[src/rtl/ser3w_pkg.sv]
// Package: default geometry for the three-wire control port.
// Assumes: address width large enough to cover the bank depth.
package ser3w_pkg;
    localparam int ADDR_W_DEF = 7;
    localparam int DATA_W_DEF = 9;
    localparam int DEPTH_DEF  = 64;
    localparam int SYNC_STAGES_DEF = 2;
endpackage

[src/rtl/ser3w_sync.sv]
// Module: multi-bit flop-chain synchronizer. Each bit is independent.
// Assumes: inputs are quasi-static levels; STAGES >= 2.
module ser3w_sync #(
    parameter int W      = 1,
    parameter int STAGES = 2
) (
    input  logic         clk,
    input  logic         rst_n,
    input  logic [W-1:0] d_i,
    output logic [W-1:0] q_o
);
    logic [W-1:0] st_q [STAGES];

    // Chain the asynchronous level through STAGES flops.
    always_ff @(posedge clk) begin
        if (!rst_n) begin
            for (int i = 0; i < STAGES; i++) st_q[i] <= '0;
        end else begin
            st_q[0] <= d_i;
            for (int i = 1; i < STAGES; i++) st_q[i] <= st_q[i-1];
        end
    end

    assign q_o = st_q[STAGES-1];
endmodule

[src/rtl/ser3w_edge.sv]
// Module: rising-edge detector on synchronized levels.
// Assumes: inputs already in the clk domain.
module ser3w_edge #(
    parameter int W = 1
) (
    input  logic         clk,
    input  logic         rst_n,
    input  logic [W-1:0] lvl_i,
    output logic [W-1:0] rise_o
);
    logic [W-1:0] prev_q;

    // Remember last level to find 0->1 transitions.
    always_ff @(posedge clk) begin
        if (!rst_n) prev_q <= '0;
        else        prev_q <= lvl_i;
    end

    assign rise_o = lvl_i & ~prev_q;

    // a detected rise never lasts two cycles in a row.
    a_r4_rise_single: assert property (@(posedge clk) disable iff (!rst_n)
        |rise_o |=> ((rise_o & $past(rise_o)) == '0));
endmodule

[src/rtl/ser3w_shifter.sv]
// Module: MSB-first serial-in shift register, never cleared by a commit.
// Assumes: shift_en is a single-cycle pulse per shift-clock rise.
module ser3w_shifter #(
    parameter int WORD_W = 16
) (
    input  logic              clk,
    input  logic              rst_n,
    input  logic              shift_en,
    input  logic              bit_i,
    output logic [WORD_W-1:0] word_o
);
    logic [WORD_W-1:0] sh_q;

    // Shift one bit in at the LSB; oldest bits fall off the MSB.
    always_ff @(posedge clk) begin
        if (!rst_n)        sh_q <= '0;
        else if (shift_en) sh_q <= {sh_q[WORD_W-2:0], bit_i};
    end

    assign word_o = sh_q;

    // contents hold when no shift is requested.
    a_r3_hold_without_shift: assert property (@(posedge clk) disable iff (!rst_n)
        !shift_en |=> $stable(sh_q));
endmodule

[src/rtl/ser3w_regbank.sv]
// Module: register bank written by address/data strobes, flattened output.
// Assumes: DEPTH <= 2**ADDR_W; addresses >= DEPTH are dropped.
module ser3w_regbank #(
    parameter int ADDR_W = 7,
    parameter int DATA_W = 9,
    parameter int DEPTH  = 64
) (
    input  logic                    clk,
    input  logic                    rst_n,
    input  logic                    wr_en,
    input  logic [ADDR_W-1:0]       wr_addr,
    input  logic [DATA_W-1:0]       wr_data,
    output logic [DEPTH*DATA_W-1:0] flat_o
);
    localparam int IDX_W = (DEPTH > 1) ? $clog2(DEPTH) : 1;

    logic [DATA_W-1:0] regs_q [DEPTH];

    for (genvar i = 0; i < DEPTH; i++) begin : g_ent
        // Load entry i when its address is written.
        always_ff @(posedge clk) begin
            if (!rst_n)                                   regs_q[i] <= '0;
            else if (wr_en && wr_addr == ADDR_W'(i))      regs_q[i] <= wr_data;
        end
        assign flat_o[i*DATA_W +: DATA_W] = regs_q[i];
    end

    logic in_range;
    assign in_range = (32'(wr_addr) < 32'(DEPTH));

    // an in-range write lands in the addressed entry.
    a_r8_write_lands: assert property (@(posedge clk) disable iff (!rst_n)
        (wr_en && in_range) |=> regs_q[$past(wr_addr[IDX_W-1:0])] == $past(wr_data));

    // an out-of-range write leaves the whole bank untouched.
    a_r9_oor_no_change: assert property (@(posedge clk) disable iff (!rst_n)
        (wr_en && !in_range) |=> $stable(flat_o));

    // no strobe, no change.
    a_r10_idle_stable: assert property (@(posedge clk) disable iff (!rst_n)
        !wr_en |=> $stable(flat_o));
endmodule

[src/rtl/ser3w_regport.sv]
// Module: top of the three-wire control port. Synchronizes the serial pins,
// shifts on shift-clock rise, commits on latch rise, writes the bank.
// Assumes: wire3_sel is static while traffic is in flight; serial phases
// last longer than the synchronizer delay.
module ser3w_regport
    import ser3w_pkg::*;
#(
    parameter int ADDR_W = ADDR_W_DEF,
    parameter int DATA_W = DATA_W_DEF,
    parameter int DEPTH  = DEPTH_DEF,
    parameter int SYNC_STAGES = SYNC_STAGES_DEF
) (
    input  logic                    clk,
    input  logic                    rst_n,
    input  logic                    wire3_sel,
    input  logic                    sdat_i,
    input  logic                    sclk_i,
    input  logic                    latch_i,
    output logic [DEPTH*DATA_W-1:0] reg_flat_o,
    output logic                    wr_stb_o,
    output logic [ADDR_W-1:0]       wr_addr_o,
    output logic [DATA_W-1:0]       wr_data_o
);
    localparam int WORD_W = ADDR_W + DATA_W;

    logic [2:0]        pins_s;
    logic [1:0]        rise;
    logic              shift_en, commit;
    logic [WORD_W-1:0] word;
    logic              stb_q;
    logic [ADDR_W-1:0] addr_q;
    logic [DATA_W-1:0] data_q;

    ser3w_sync #(.W(3), .STAGES(SYNC_STAGES)) u_sync (
        .clk(clk), .rst_n(rst_n),
        .d_i({sdat_i, sclk_i, latch_i}), .q_o(pins_s)
    );

    ser3w_edge #(.W(2)) u_edge (
        .clk(clk), .rst_n(rst_n), .lvl_i(pins_s[1:0]), .rise_o(rise)
    );

    assign shift_en = rise[1] & wire3_sel;
    assign commit   = rise[0] & wire3_sel;

    ser3w_shifter #(.WORD_W(WORD_W)) u_shift (
        .clk(clk), .rst_n(rst_n), .shift_en(shift_en),
        .bit_i(pins_s[2]), .word_o(word)
    );

    // Register the committed word and a one-cycle strobe.
    always_ff @(posedge clk) begin
        if (!rst_n) begin
            stb_q  <= 1'b0;
            addr_q <= '0;
            data_q <= '0;
        end else begin
            stb_q <= commit;
            if (commit) begin
                addr_q <= word[WORD_W-1:DATA_W];
                data_q <= word[DATA_W-1:0];
            end
        end
    end

    ser3w_regbank #(.ADDR_W(ADDR_W), .DATA_W(DATA_W), .DEPTH(DEPTH)) u_bank (
        .clk(clk), .rst_n(rst_n), .wr_en(stb_q),
        .wr_addr(addr_q), .wr_data(data_q), .flat_o(reg_flat_o)
    );

    assign wr_stb_o  = stb_q;
    assign wr_addr_o = addr_q;
    assign wr_data_o = data_q;

    // strobe is exactly one cycle wide.
    a_r7_stb_single: assert property (@(posedge clk) disable iff (!rst_n)
        wr_stb_o |=> !wr_stb_o);

    // no strobe unless the port was enabled when it committed.
    a_r10_stb_needs_mode: assert property (@(posedge clk) disable iff (!rst_n)
        wr_stb_o |-> $past(wire3_sel));

    // write outputs hold between strobes.
    a_r7_outputs_hold: assert property (@(posedge clk) disable iff (!rst_n)
        !wr_stb_o |=> (wr_stb_o || ($stable(wr_addr_o) && $stable(wr_data_o))));
endmodule

[config.mk]
export PLATFORM = sky130hd
export DESIGN_NAME = ser3w_regport
export DESIGN_NICKNAME = d
export VERILOG_FILES = /design/src/rtl/ser3w_pkg.sv /design/src/rtl/ser3w_sync.sv /design/src/rtl/ser3w_edge.sv /design/src/rtl/ser3w_shifter.sv /design/src/rtl/ser3w_regbank.sv /design/src/rtl/ser3w_regport.sv
export SDC_FILE = /design/constraint.sdc
export NUM_CORES = 1
export LEC_CHECK = 0
export ABC_AREA = 0
export ABC_CLOCK_PERIOD_IN_PS = 4600
export BUFFER_PORTS_ARGS = -buffer_cell sky130_fd_sc_hd__buf_2
export CAP_MARGIN = 30
export CORE_AREA = 2 2 233 235
export DETAILED_ROUTE_END_ITERATION = 10
export DIE_AREA = 0 0 235 237
export GPL_TIMING_DRIVEN = 1
export HOLD_SLACK_MARGIN = 0.05
export PLACE_DENSITY = 0.78
export REMOVE_ABC_BUFFERS = 1
export SETUP_SLACK_MARGIN = 0.15
export SKIP_LAST_GASP = 1
export SYNTH_ARGS = -nofsm -noshare
export SYNTH_HDL_FRONTEND = slang
export SYNTH_HIERARCHICAL = 1
export SYNTH_SLANG_ARGS = --single-unit
export TNS_END_PERCENT = 100
[constraint.sdc]
create_clock -name clk -period 4.6 [get_ports clk]
set_input_delay 0.92 -clock clk [delete_from_list [all_inputs] [get_ports clk]]
set_output_delay 0.92 -clock clk [all_outputs]
set_load 0.02 [all_outputs]
==> metrics.csv, run 1 <==
stage,metric,value,unit
critical_path,crit path cell chain,or4b_2 > o21ai_0 > buf_2,
power_and_ir_drop,Clk pwr share,0.405,
drt,routed wire length,79300,um
timing,unrepaired setup endpoints after global routing,no,
placement,IO Port Bufs,598,
logic_synthesis,Post-Syn Instances,1664,
status,failing checks,max-slew violations,
logic_synthesis,"count leader, synth",edfxtp_1,
grt,initial antenna violation count,2,
floorplan,initial core utilization,0.481,
timing,worst-margin pin slew,1.78,ns
power_and_ir_drop,Seq pwr share,0.532,
drt,TritonRoute pass-1 iters,5,
power_and_ir_drop,sw frac,0.228,
logic_synthesis,"Avg Cell Area, Syn",15.4,um2
critical_path,reg2reg path depth,3,
status,status,finished with violations,
critical_path,flop2flop setup slack,1.62,ns
power_and_ir_drop,leakage power,10.6,nW
grt,met2 Use GR,0.441,
placement,Post-DP Area,28900,um2
timing,setup_tns,0,ns
critical_path,CP Max Fanout,24,
critical_path,Worst R2R Start,wr_addr_o[2],
grt,busiest grt layer,met2,
clocking,post-cts sizing count,0,
logic_synthesis,Synth Flop Type,edfxtp_1,
clocking,cts hold-fix bufs,0,
clocking,CTS root buf,clkbuf_16,
critical_path,Crit-path slowest cell,or4b_2,
cells_and_area,fin nets,2164,
critical_path,required time of the critical path,4.91,ns
logic_synthesis,Async SR Flop Fraction,0,
floorplan,row count,85,
job,Max-Cap Viols,0,
floorplan,Die Wd,235,um
cells_and_area,# diodes,0,
timing,fin. max-slew vios,111,
drt,DR vias/cell,6.26,
grt,GRT overflow,0,
critical_path,Crit Path Category,reg2reg,
drt,WL per Instance,27.3,um
grt,total track usage,0.273,
grt,Global Route met1 Usage,0.354,
placement,gpl congestion,0.807,
logic_synthesis,sequential area share after synthesis,0.707,
timing,crit path time final,2.98,ns
drt,Routed Antenna Nets,0,
clocking,TritonCTS clock tree,built,
placement,dpl hpwl,47100,um
placement,pre-CTS setup slack,1.16,ns
timing,period utilisation layout,0.648,
hold_path,HP Class,reg2reg,
timing,Rel. slew slack,-0.186,
logic_synthesis,number of synthesized flops with an enable pin,576,
cells_and_area,post-route cell area,30900,um2
critical_path,Critical Path Start,wr_addr_o[2],
drt,via count,18200,
logic_synthesis,Synth cell types,30,
power_and_ir_drop,combinational power share,0.063,
logic_synthesis,Syn Std Cell Area,25600,um2
cells_and_area,share of layout cells above drive strength 1,0.465,
floorplan,num ports,599,
grt,first-pass GRT wire length,114000,um
logic_synthesis,area share of the largest cell type after synthesis,0.675,
grt,routing usage on met3,0.0677,
logic_synthesis,Synth area leaders,"edfxtp_1, nor4_1, nor4_2",
timing,final count of hold timing violations,0,
timing,clk_skew,0.0135,ns
critical_path,critical path arrival,3.29,ns
critical_path,Critical Path End,u_bank/regs_q[0][38],
floorplan,DIE AREA,55700,um2
critical_path,crit start category,flip-flop,
power_and_ir_drop,switching power,2.73,mW
timing,highest clock rate,335,MHz
logic_synthesis,Yosys Warn Count,6,
drt,1st-iter DRT viols,2100,
cells_and_area,fillers,4075,
floorplan,Die Y,237,um
logic_synthesis,post-synth top area cell,edfxtp_1,
power_and_ir_drop,Worst IR Drop VDD,0.332,mV
clocking,clock latency on the worst-skew pair,0.62,ns
critical_path,CP endpoint kind,flip-flop,
clocking,clk sink count,617,
clocking,"Clk pin slew, worst setup/hold paths",0.06,ns
power_and_ir_drop,Pwr Density,387,nW/um2
logic_synthesis,#FFs+latches synth,617,
timing,final setup fails,0,
cells_and_area,final core occ,0.581,
cells_and_area,Layout area overhead,20.7,%
timing,Final WS setup,1.62,ns
drt,Remaining DRCs,0,
critical_path,worst r2r dst,u_bank/regs_q[0][38],
clocking,postcts setup bufs,0,
clocking,clk buf depth,3,
power_and_ir_drop,Cell Int Power,9.25,mW
clocking,H-tree lvl count,2,
logic_synthesis,synth cell count leaders,"edfxtp_1, nor4_1, nor4_2",
grt,vias in the first global route,17400,
floorplan,Core ar.,53300,um2
grt,largest net degree at the start of global routing,209,
clocking,TritonCTS buffer count,60,
critical_path,CP peak stage delay,1.04,ns
[routing by layer]
metal  part of all wire  routed length, um
met3               0.10               8050
met4              0.038               3030
met1               0.37              29400
met5           0.000088                  7
met2               0.49              38700
[cell families after synthesis]
family,count (synthesis),synth area share
DFF,617,0.707
AOI/OAI and AO/OA,80,0.0171
buffers and inverters,290,0.0591
and+or+nand+nor,661,0.211
muxes,16,0.00625
[worst min path at each step]
stage / from / endpoint / slack [ns] / cells after the start
global route: u_sync/st_q[0][2] / u_sync/st_q[0][5] / 0.45 / 1
floorplan: u_sync/st_q[0][1] / u_sync/st_q[0][4] / 0.41 / 1
global placement: u_sync/st_q[0][1] / u_sync/st_q[0][4] / 0.41 / 1
finish: u_sync/st_q[0][2] / u_sync/st_q[0][5] / 0.43 / 1
CTS: u_sync/st_q[0][2] / u_sync/st_q[0][5] / 0.43 / 1
detailed placement: u_sync/st_q[0][2] / u_sync/st_q[0][5] / 0.42 / 1
[through the flow]
stage                     hold WS, ns  total power, mW  cells
final                           0.429             12.0   2905
after CTS                       0.432             12.0   2896
after global placement          0.411             7.21   2746
after floorplan                 0.406             6.89   1383
after global routing            0.451             12.3   2905
after detailed placement        0.419             7.24   2783
[power groups by stage]
stage | registers [mW] | logic, mW | clock network (mW)
2_1_floorplan | 6.76 | 0.132 | 0
3_3_place_gp | 6.49 | 0.720 | 0
3_5_place_dp | 6.49 | 0.748 | 0
4_1_cts | 6.37 | 0.750 | 4.91
5_1_grt | 6.39 | 0.785 | 5.12
6_report | 6.37 | 0.757 | 4.86
[layout make-up]
class                      instances  area, um2  area share
sequential                       617      18100       0.585
multi-input combinational        757       6050       0.196
timing repair buffer             713       3920       0.127
clock buffer                      81       1660      0.0537
tap                              696        871      0.0281
clock inverter                    32        279     0.00902
inverter                           9       45.0     0.00146
[registers in the layout, indices dropped and copies added (netlist names)]
register / flops
u_bank/regs_q: 576
u_shift/word_o: 16
wr_data_o: 9
wr_addr_o: 7
u_sync/st_q: 6
u_edge/prev_q: 2
wr_stb_o: 1
[cell usage in the layout, fill, tap and decap left out, drive strengths merged]
cell,n
dfxtp,41
inv,4
nand4bb,8
and3,1
nand2,17
nand2b,1
mux2i,16
clkinv,31
or4,1
buf,711
nand4b,5
bufinv,4
clkbuf,83
clkinvlp,2
edfxtp,576
o21ai,80
or4b,5
or3b,1
nand3b,1
and2,10
nor2b,18
nand4,17
nor4,576
[critical path: cells and delay by family, from the launching register on]
family / cells / cell delay (ns)
and+or+nand+nor: 1 / 1.04
buffers and inverters: 1 / 0.29
DFF: 1 / 0.69
AOI/OAI and AO/OA: 1 / 0.64
No activity file was read; power rests on OpenSTA's default activity.
==> run 2, diff against run 1 <==
- ABC_CLOCK_PERIOD_IN_PS: 4600 -> 3000
- CORE_AREA: 2 2 233 235 -> 2 2 235 237
- DIE_AREA: 0 0 235 237 -> 0 0 237 239
- PLACE_DENSITY: 0.78 -> 0.77
- clock period: 4.6 -> 3 ns (I/O delays scaled with it)
==> run 2 against run 1 <==
Compared with the run above: the run now ends clean; sequential share of layout area is 1.3 points lower; largest cell class unchanged; wire length is 0.86% higher; first-iteration DRC count is 12% lower; critical path depth stayed put; critical endpoint is now u_bank/regs_q[0][44]; clock-buffer cell count stayed put; clock power is 60% higher; non-clock buffer count is 43 higher; clock skew is 0.018 ns higher; critical path type unchanged; cell area is 2.2% higher; core utilization is 0.15 points higher; largest power group unchanged; sequential power is 54% higher.
==> metrics.csv, run 2 (synthesis results as in run 1) <==
stage,metric,value,unit,change
status,status,completed,,was finished with violations
clocking,post-cts sizing count,0,,unchanged
power_and_ir_drop,sw frac,0.231,,was 0.228
critical_path,CP endpoint kind,flip-flop,,unchanged
grt,first-pass GRT wire length,115000,um,"was 114,000 um"
grt,initial antenna violation count,0,,was 2
floorplan,DIE AREA,56600,um2,"was 55,700 um2"
cells_and_area,Biggest register,u_bank/regs_q,,unchanged
clocking,clk sink count,617,,unchanged
floorplan,row count,86,,was 85
timing,highest clock rate,390,MHz,was 335 MHz
hold_path,HP Class,in2reg,,was reg2reg
power_and_ir_drop,combinational power share,0.063,,about the same
floorplan,initial core utilization,0.472,,was 0.481
critical_path,required time of the critical path,3.30,ns,was 4.91 ns
placement,dpl hpwl,49100,um,"was 47,100 um"
critical_path,critical path arrival,2.87,ns,was 3.29 ns
grt,total track usage,0.271,,was 0.273
cells_and_area,share of layout cells above drive strength 1,0.477,,was 0.465
cells_and_area,final core occ,0.582,,was 0.581
cells_and_area,# diodes,0,,unchanged
grt,largest net degree at the start of global routing,141,,was 209
cells_and_area,most frequent cells in the layout,"buf_2, edfxtp_1, nor4_1",,unchanged
drt,Remaining DRCs,0,,unchanged
drt,via count,18300,,was 18.2k
power_and_ir_drop,Cell Int Power,14.4,mW,was 9.25 mW
cells_and_area,fillers,4125,,"was 4,075"
critical_path,Critical Path End,u_bank/regs_q[0][44],,was u_bank/regs_q[0][38]
power_and_ir_drop,switching power,4.33,mW,was 2.73 mW
floorplan,Die Y,239,um,was 237 um
critical_path,crit start category,flip-flop,,unchanged
timing,worst-margin pin slew,0.975,ns,was 1.78 ns
drt,TritonRoute pass-1 iters,5,,unchanged
critical_path,Critical Path Start,wr_addr_o[2],,unchanged
critical_path,CP Max Fanout,25,,was 24
drt,routed wire length,79900,um,"was 79,300 um"
drt,Routed Antenna Nets,0,,unchanged
power_and_ir_drop,Pwr Density,593,nW/um2,was 387 nW/um2
placement,Post-DP Area,29600,um2,"was 28,900 um2"
clocking,"Clk pin slew, worst setup/hold paths",0.06,ns,about the same
power_and_ir_drop,Pwr Total,18.8,mW,was 12.0 mW
drt,WL per Instance,27.0,um,was 27.3 um
clocking,clock latency on the worst-skew pair,0.60,ns,was 0.62 ns
cells_and_area,Layout area overhead,23.4,%,was 20.7%
hold_path,hold depth,2,,was 1
timing,final count of hold timing violations,0,,unchanged
timing,fin. max-slew vios,0,,was 111
cells_and_area,"leading cell type in the layout, fill and taps excluded",buf_2,,unchanged
drt,DR vias/cell,6.19,,was 6.26
floorplan,Core ar.,54300,um2,"was 53,300 um2"
power_and_ir_drop,Clk pwr share,0.416,,was 0.405
placement,IO Port Bufs,598,,unchanged
clocking,TritonCTS clock tree,built,,unchanged
cells_and_area,max reg flops,576,,unchanged
power_and_ir_drop,Seq pwr share,0.522,,was 0.532
critical_path,flop2flop setup slack,0.44,ns,was 1.62 ns
clocking,H-tree lvl count,3,,was 2
timing,final setup fails,0,,unchanged
floorplan,num ports,599,,unchanged
drt,1st-iter DRT viols,1842,,"was 2,100"
clocking,CTS root buf,clkbuf_16,,unchanged
power_and_ir_drop,leakage power,11.0,nW,was 10.6 nW
cells_and_area,post-route cell area,31600,um2,"was 30,900 um2"
timing,clk_skew,0.0314,ns,was 0.0135 ns
critical_path,worst r2r dst,u_bank/regs_q[0][44],,was u_bank/regs_q[0][38]
clocking,cts hold-fix bufs,0,,unchanged
critical_path,Worst R2R Start,wr_addr_o[2],,unchanged
placement,gpl congestion,0.841,,was 0.807
job,Max-Cap Viols,0,,unchanged
timing,setup_tns,0,ns,unchanged
grt,vias in the first global route,17900,,was 17.4k
timing,unrepaired setup endpoints after global routing,no,,unchanged
critical_path,reg2reg path depth,3,,unchanged
timing,Rel. slew slack,0.350,,was -0.186
critical_path,Crit Path Category,reg2reg,,unchanged
clocking,TritonCTS buffer count,66,,was 60
timing,crit path time final,2.56,ns,was 2.98 ns
cells_and_area,fin nets,2213,,"was 2,164"
clocking,postcts setup bufs,0,,unchanged
clocking,clk buf depth,3,,unchanged
grt,GRT overflow,0,,unchanged
floorplan,Die Wd,237,um,was 235 um
timing,period utilisation layout,0.855,,was 0.648
power_and_ir_drop,Worst IR Drop VDD,0.467,mV,was 0.332 mV
-- run 2: final cells by class --
class / count / area, um2 / share of cell area
Sequential cell: 617 / 18100 / 0.573
Timing Repair Buffer: 756 / 4490 / 0.142
Clock buffer: 81 / 1750 / 0.0553
Clock inverter: 33 / 295 / 0.00933
Inverter: 9 / 45.0 / 0.00142
Tap cell: 704 / 881 / 0.0278
Multi-Input combinational cell: 757 / 6060 / 0.191
-- run 2: metal layers --
metal | vias up | part of all wire | global-route usage
met2 | 1205 | 0.49 | 0.443
met1 | 9069 | 0.37 | 0.343
li1 | 7831 | - | -
met3 | 185 | 0.11 | 0.0691
met5 | - | 0 | 0
met4 | 0 | 0.036 | 0.116
-- run 2: how the worst min path moves through the flow --
stage,startpoint,end,slack (ns)
2_1_floorplan,u_sync/st_q[0][1],u_sync/st_q[0][4],0.41
3_5_place_dp,u_sync/st_q[0][1],u_sync/st_q[0][4],0.41
6_report,sdat_i,u_sync/st_q[0][2],0.23
4_1_cts,sdat_i,u_sync/st_q[0][2],0.20
5_1_grt,sclk_i,u_sync/st_q[0][1],0.22
3_3_place_gp,u_sync/st_q[0][1],u_sync/st_q[0][4],0.42
-- run 2: per-stage QoR --
| stage | setup WS [ns] | hold slack (ns) | instances |
|---|---|---|---|
| after floorplan | -5.45 | 0.406 | 1383 |
| after global placement | 0.431 | 0.419 | 2839 |
| after detailed placement | 0.443 | 0.414 | 2843 |
| after CTS | 0.430 | 0.195 | 2957 |
| after global routing | 0.250 | 0.223 | 2957 |
| final | 0.435 | 0.232 | 2957 |
-- run 2: worst max-delay path, stage by stage, from the launching register on --
cell and delay (ns):
dfxtp_1 0.67, or4b_2 1.02, o21ai_0 0.35, buf_4 0.22
-- run 2: power by group through the flow --
stage | clock network [mW] | logic, mW | registers [mW]
detailed placement | 0 | 1.18 | 9.96
floorplan | 0 | 0.202 | 10.4
CTS | 7.89 | 1.18 | 9.79
global route | 8.19 | 1.23 | 9.81
global placement | 0 | 1.16 | 9.96
finish | 7.80 | 1.18 | 9.79
==> run 3, diff against run 2 <==
- ABC_AREA: 0 -> 1
- ABC_CLOCK_PERIOD_IN_PS: 3000 -> 2920
- BUFFER_PORTS_ARGS: -buffer_cell sky130_fd_sc_hd__buf_2 -> -buffer_cell sky130_fd_sc_hd__buf_4
- PLACE_DENSITY: 0.77 -> 0.73
- clock period: 3 -> 2.92 ns (I/O delays scaled with it)
==> run 3 against run 2 <==
Compared with the run above: clock-buffer cell count down 11; die area unchanged; hold slack worse by 0.070 ns; cell area down 1.9%; worst setup slack better by 0.13 ns; critical path depth down 1; clock skew down 0.017 ns; first-iteration DRC count down 30%; global-route usage down 2.9 points; synthesized cell count up 3.3%; critical path type is now reg2out; critical endpoint is now wr_stb_o; largest cell class unchanged; largest power group unchanged; highest routed layer unchanged.
==> metrics.csv, run 3 <==
stage,metric,value,unit,change
status,status,completed,,unchanged
critical_path,required time of the critical path,2.34,ns,was 3.30 ns
timing,unrepaired setup endpoints after global routing,no,,unchanged
timing,highest clock rate,425,MHz,
drt,Remaining DRCs,0,,unchanged
grt,total track usage,0.242,,was 0.271
cells_and_area,share of layout cells above drive strength 1,0.358,,was 0.477
timing,Rel. slew slack,0.401,,was 0.350
logic_synthesis,Synth Area in Simple Gates,0.208,,was 0.211
cells_and_area,# diodes,0,,unchanged
clocking,TritonCTS clock tree,built,,unchanged
clocking,CTS root buf,clkbuf_16,,unchanged
cells_and_area,fin nets,2314,,"was 2,213"
drt,met1 WL,25600,um,"was 29,400 um"
logic_synthesis,#FFs+latches synth,617,,unchanged
floorplan,initial core utilization,0.439,,was 0.472
clocking,H-tree lvl count,2,,was 3
floorplan,row count,86,,unchanged
logic_synthesis,Yosys Warn Count,6,,unchanged
floorplan,Die Y,239,um,unchanged
clocking,clk sink count,617,,unchanged
critical_path,CP peak stage delay,0.43,ns,was 1.02 ns
critical_path,CP endpoint kind,primary output,,was flip-flop
logic_synthesis,Synth Flop Type,edfxtp_1,,unchanged
cells_and_area,fillers,4214,,"was 4,125"
timing,period utilisation layout,0.807,,
grt,largest net degree at the start of global routing,66,,was 141
logic_synthesis,post-synthesis xor/xnor area fraction,0,,unchanged
drt,WL per Instance,23.1,um,was 27.0 um
clocking,post-cts sizing count,0,,unchanged
floorplan,DIE AREA,56600,um2,unchanged
placement,IO Port Bufs,598,,unchanged
clocking,cts hold-fix bufs,0,,unchanged
grt,first-pass GRT wire length,100000,um,"was 115,000 um"
clocking,postcts setup bufs,0,,unchanged
grt,vias in the first global route,15400,,was 17.9k
logic_synthesis,post-synth top area cell,edfxtp_1,,unchanged
logic_synthesis,post-synthesis mux area share,0,,was 0.00625
hold_path,HP Class,in2reg,,unchanged
logic_synthesis,adder-cell share of the synthesized area,0,,unchanged
critical_path,critical path arrival,1.77,ns,was 2.87 ns
logic_synthesis,main combinational cell family by area after synthesis,simple AND/OR/NAND/NOR gates,,unchanged
critical_path,CP Max Fanout,65,,was 25
floorplan,num ports,599,,unchanged
drt,via count,15800,,was 18.3k
timing,worst hold margin,0.162,ns,was 0.232 ns
placement,gpl congestion,0.829,,was 0.841
logic_synthesis,Synth cell types,22,,was 30
grt,GRT overflow,0,,unchanged
drt,DR vias/cell,5.15,,was 6.19
logic_synthesis,Syn Std Cell Area,23800,um2,"was 25,600 um2"
critical_path,Crit-path slowest cell,buf_12,,was or4b_2
cells_and_area,max reg flops,576,,unchanged
cells_and_area,Biggest register,u_bank/regs_q,,unchanged
critical_path,crit path cell chain,buf_12 > buf_4,,was or4b_2 > o21ai_0 > buf_4
drt,Met2 Routed Length,35000,um,"was 39,300 um"
timing,final count of hold timing violations,0,,unchanged
drt,met3 WL,7870,um,was 8410 um
logic_synthesis,synth cell count leaders,"nor2_1, edfxtp_1, nand2_1",,"was edfxtp_1, nor4_1, nor4_2"
drt,TritonRoute pass-1 iters,5,,unchanged
placement,dpl hpwl,47000,um,"was 49,100 um"
job,Max-Cap Viols,0,,unchanged
drt,routed wire length,70800,um,"was 79,900 um"
timing,fin. max-slew vios,0,,unchanged
timing,crit path time final,2.36,ns,
logic_synthesis,area share of the largest cell type after synthesis,0.726,,was 0.675
clocking,clock latency on the worst-skew pair,0.62,ns,was 0.60 ns
power_and_ir_drop,Pwr Density,624,nW/um2,was 593 nW/um2
timing,final setup fails,0,,unchanged
cells_and_area,Layout area overhead,30.2,%,was 23.4%
power_and_ir_drop,Pwr Total,19.4,mW,was 18.8 mW
logic_synthesis,sequential area share after synthesis,0.760,,was 0.707
logic_synthesis,Post-Syn Instances,1719,,"was 1,664"
logic_synthesis,Synth Area in Compound Gates,0,,was 0.0171
power_and_ir_drop,leakage power,12.2,nW,was 11.0 nW
drt,Top Metal Used,met4,,unchanged
cells_and_area,"leading cell type in the layout, fill and taps excluded",nor2_1,,was buf_2
logic_synthesis,number of synthesized flops with an enable pin,576,,unchanged
critical_path,Crit Path Category,reg2out,,was reg2reg
clocking,"Clk pin slew, worst setup/hold paths",0.06,ns,about the same
drt,Routed Antenna Nets,0,,unchanged
clocking,TritonCTS buffer count,60,,was 66
cells_and_area,most frequent cells in the layout,"nor2_1, buf_4, edfxtp_1",,"was buf_2, edfxtp_1, nor4_1"
logic_synthesis,Async SR Flop Fraction,0,,unchanged
floorplan,Die Wd,237,um,unchanged
logic_synthesis,"Avg Cell Area, Syn",13.9,um2,was 15.4 um2
logic_synthesis,Synth area leaders,"edfxtp_1, nor2_1, dfxtp_1",,"was edfxtp_1, nor4_1, nor4_2"
logic_synthesis,"count leader, synth",nor2_1,,was edfxtp_1
critical_path,crit start category,flip-flop,,unchanged
floorplan,Core ar.,54300,um2,unchanged
timing,worst-margin pin slew,0.898,ns,was 0.975 ns
power_and_ir_drop,Worst IR Drop VDD,0.454,mV,was 0.467 mV
timing,clk_skew,0.0146,ns,was 0.0314 ns
drt,1st-iter DRT viols,1284,,"was 1,842"
clocking,clk buf depth,3,,unchanged
grt,initial antenna violation count,0,,unchanged
cells_and_area,final core occ,0.571,,was 0.582
-- run 3: cell count changes after synthesis, sizes merged, moves of 64 or more --
cell    change
nand2     +166
nor2      +663
buf        -90
o21ai      -80
clkbuf     -91
nor4      -576
nand3      +64
-- run 3: power by group --
part	total [mW]	switching [mW]	internal, mW	leakage [nW]
clock network	7.89	3.28	4.61	0.979
logic	1.41	0.992	0.419	4.89
registers	10.1	0.132	9.93	6.28
-- run 3: critical path: cells and delay by family (launching register included) --
| family | cells | cell delay [ns] |
|---|---|---|
| flip-flops | 1 | 0.36 |
| buffers and inverters | 2 | 0.69 |
-- run 3: layer usage --
metal | track usage | vias to the layer above
li1 | - | 7019
met1 | 0.301 | 7687
met2 | 0.403 | 928
met3 | 0.0721 | 133
met4 | 0.0852 | 0
met5 | 0 | -
-- run 3: path summary, 6_finish.rpt --
kind                                         from                    end  slack, ns  depth (start not counted)
worst max register to register       wr_addr_o[5]  u_bank/regs_q[1][150]       0.96                          5
worst min-delay path                       sdat_i      u_sync/st_q[0][2]       0.16                          3
worst min register to register  u_sync/st_q[0][1]      u_sync/st_q[0][4]       0.42                          2
worst max-delay path                     wr_stb_o               wr_stb_o       0.56                          2
-- run 3: per-stage QoR --
| stage | instance area (um2) | instances | TNS, ns | worst slack, ns |
|---|---|---|---|---|
| finish | 31000 | 3062 | 0 | 0.564 |
| global route | 31000 | 3062 | 0 | 0.521 |
| detailed placement | 29000 | 2950 | 0 | 0.854 |
| floorplan | 23300 | 1619 | -1545.24 | -2.16 |
| CTS | 31000 | 3062 | 0 | 0.558 |
| global placement | 29000 | 2950 | 0 | 0.913 |
-- run 3: cell type report --
cell class                      count  area (um2)  share of cell area
Sequential cell                   617       18100               0.584
Multi-Input combinational cell    942        4950               0.160
Timing Repair Buffer              627        4840               0.156
Clock buffer                       70        1560              0.0503
Tap cell                          704         881              0.0284
Clock inverter                     42         445              0.0144
Inverter                           60         228             0.00734
-- run 3: cells by family after synthesis --
logic type,Yosys count
buffers and inverters,160
AND/OR/NAND/NOR,942
flip-flops,617
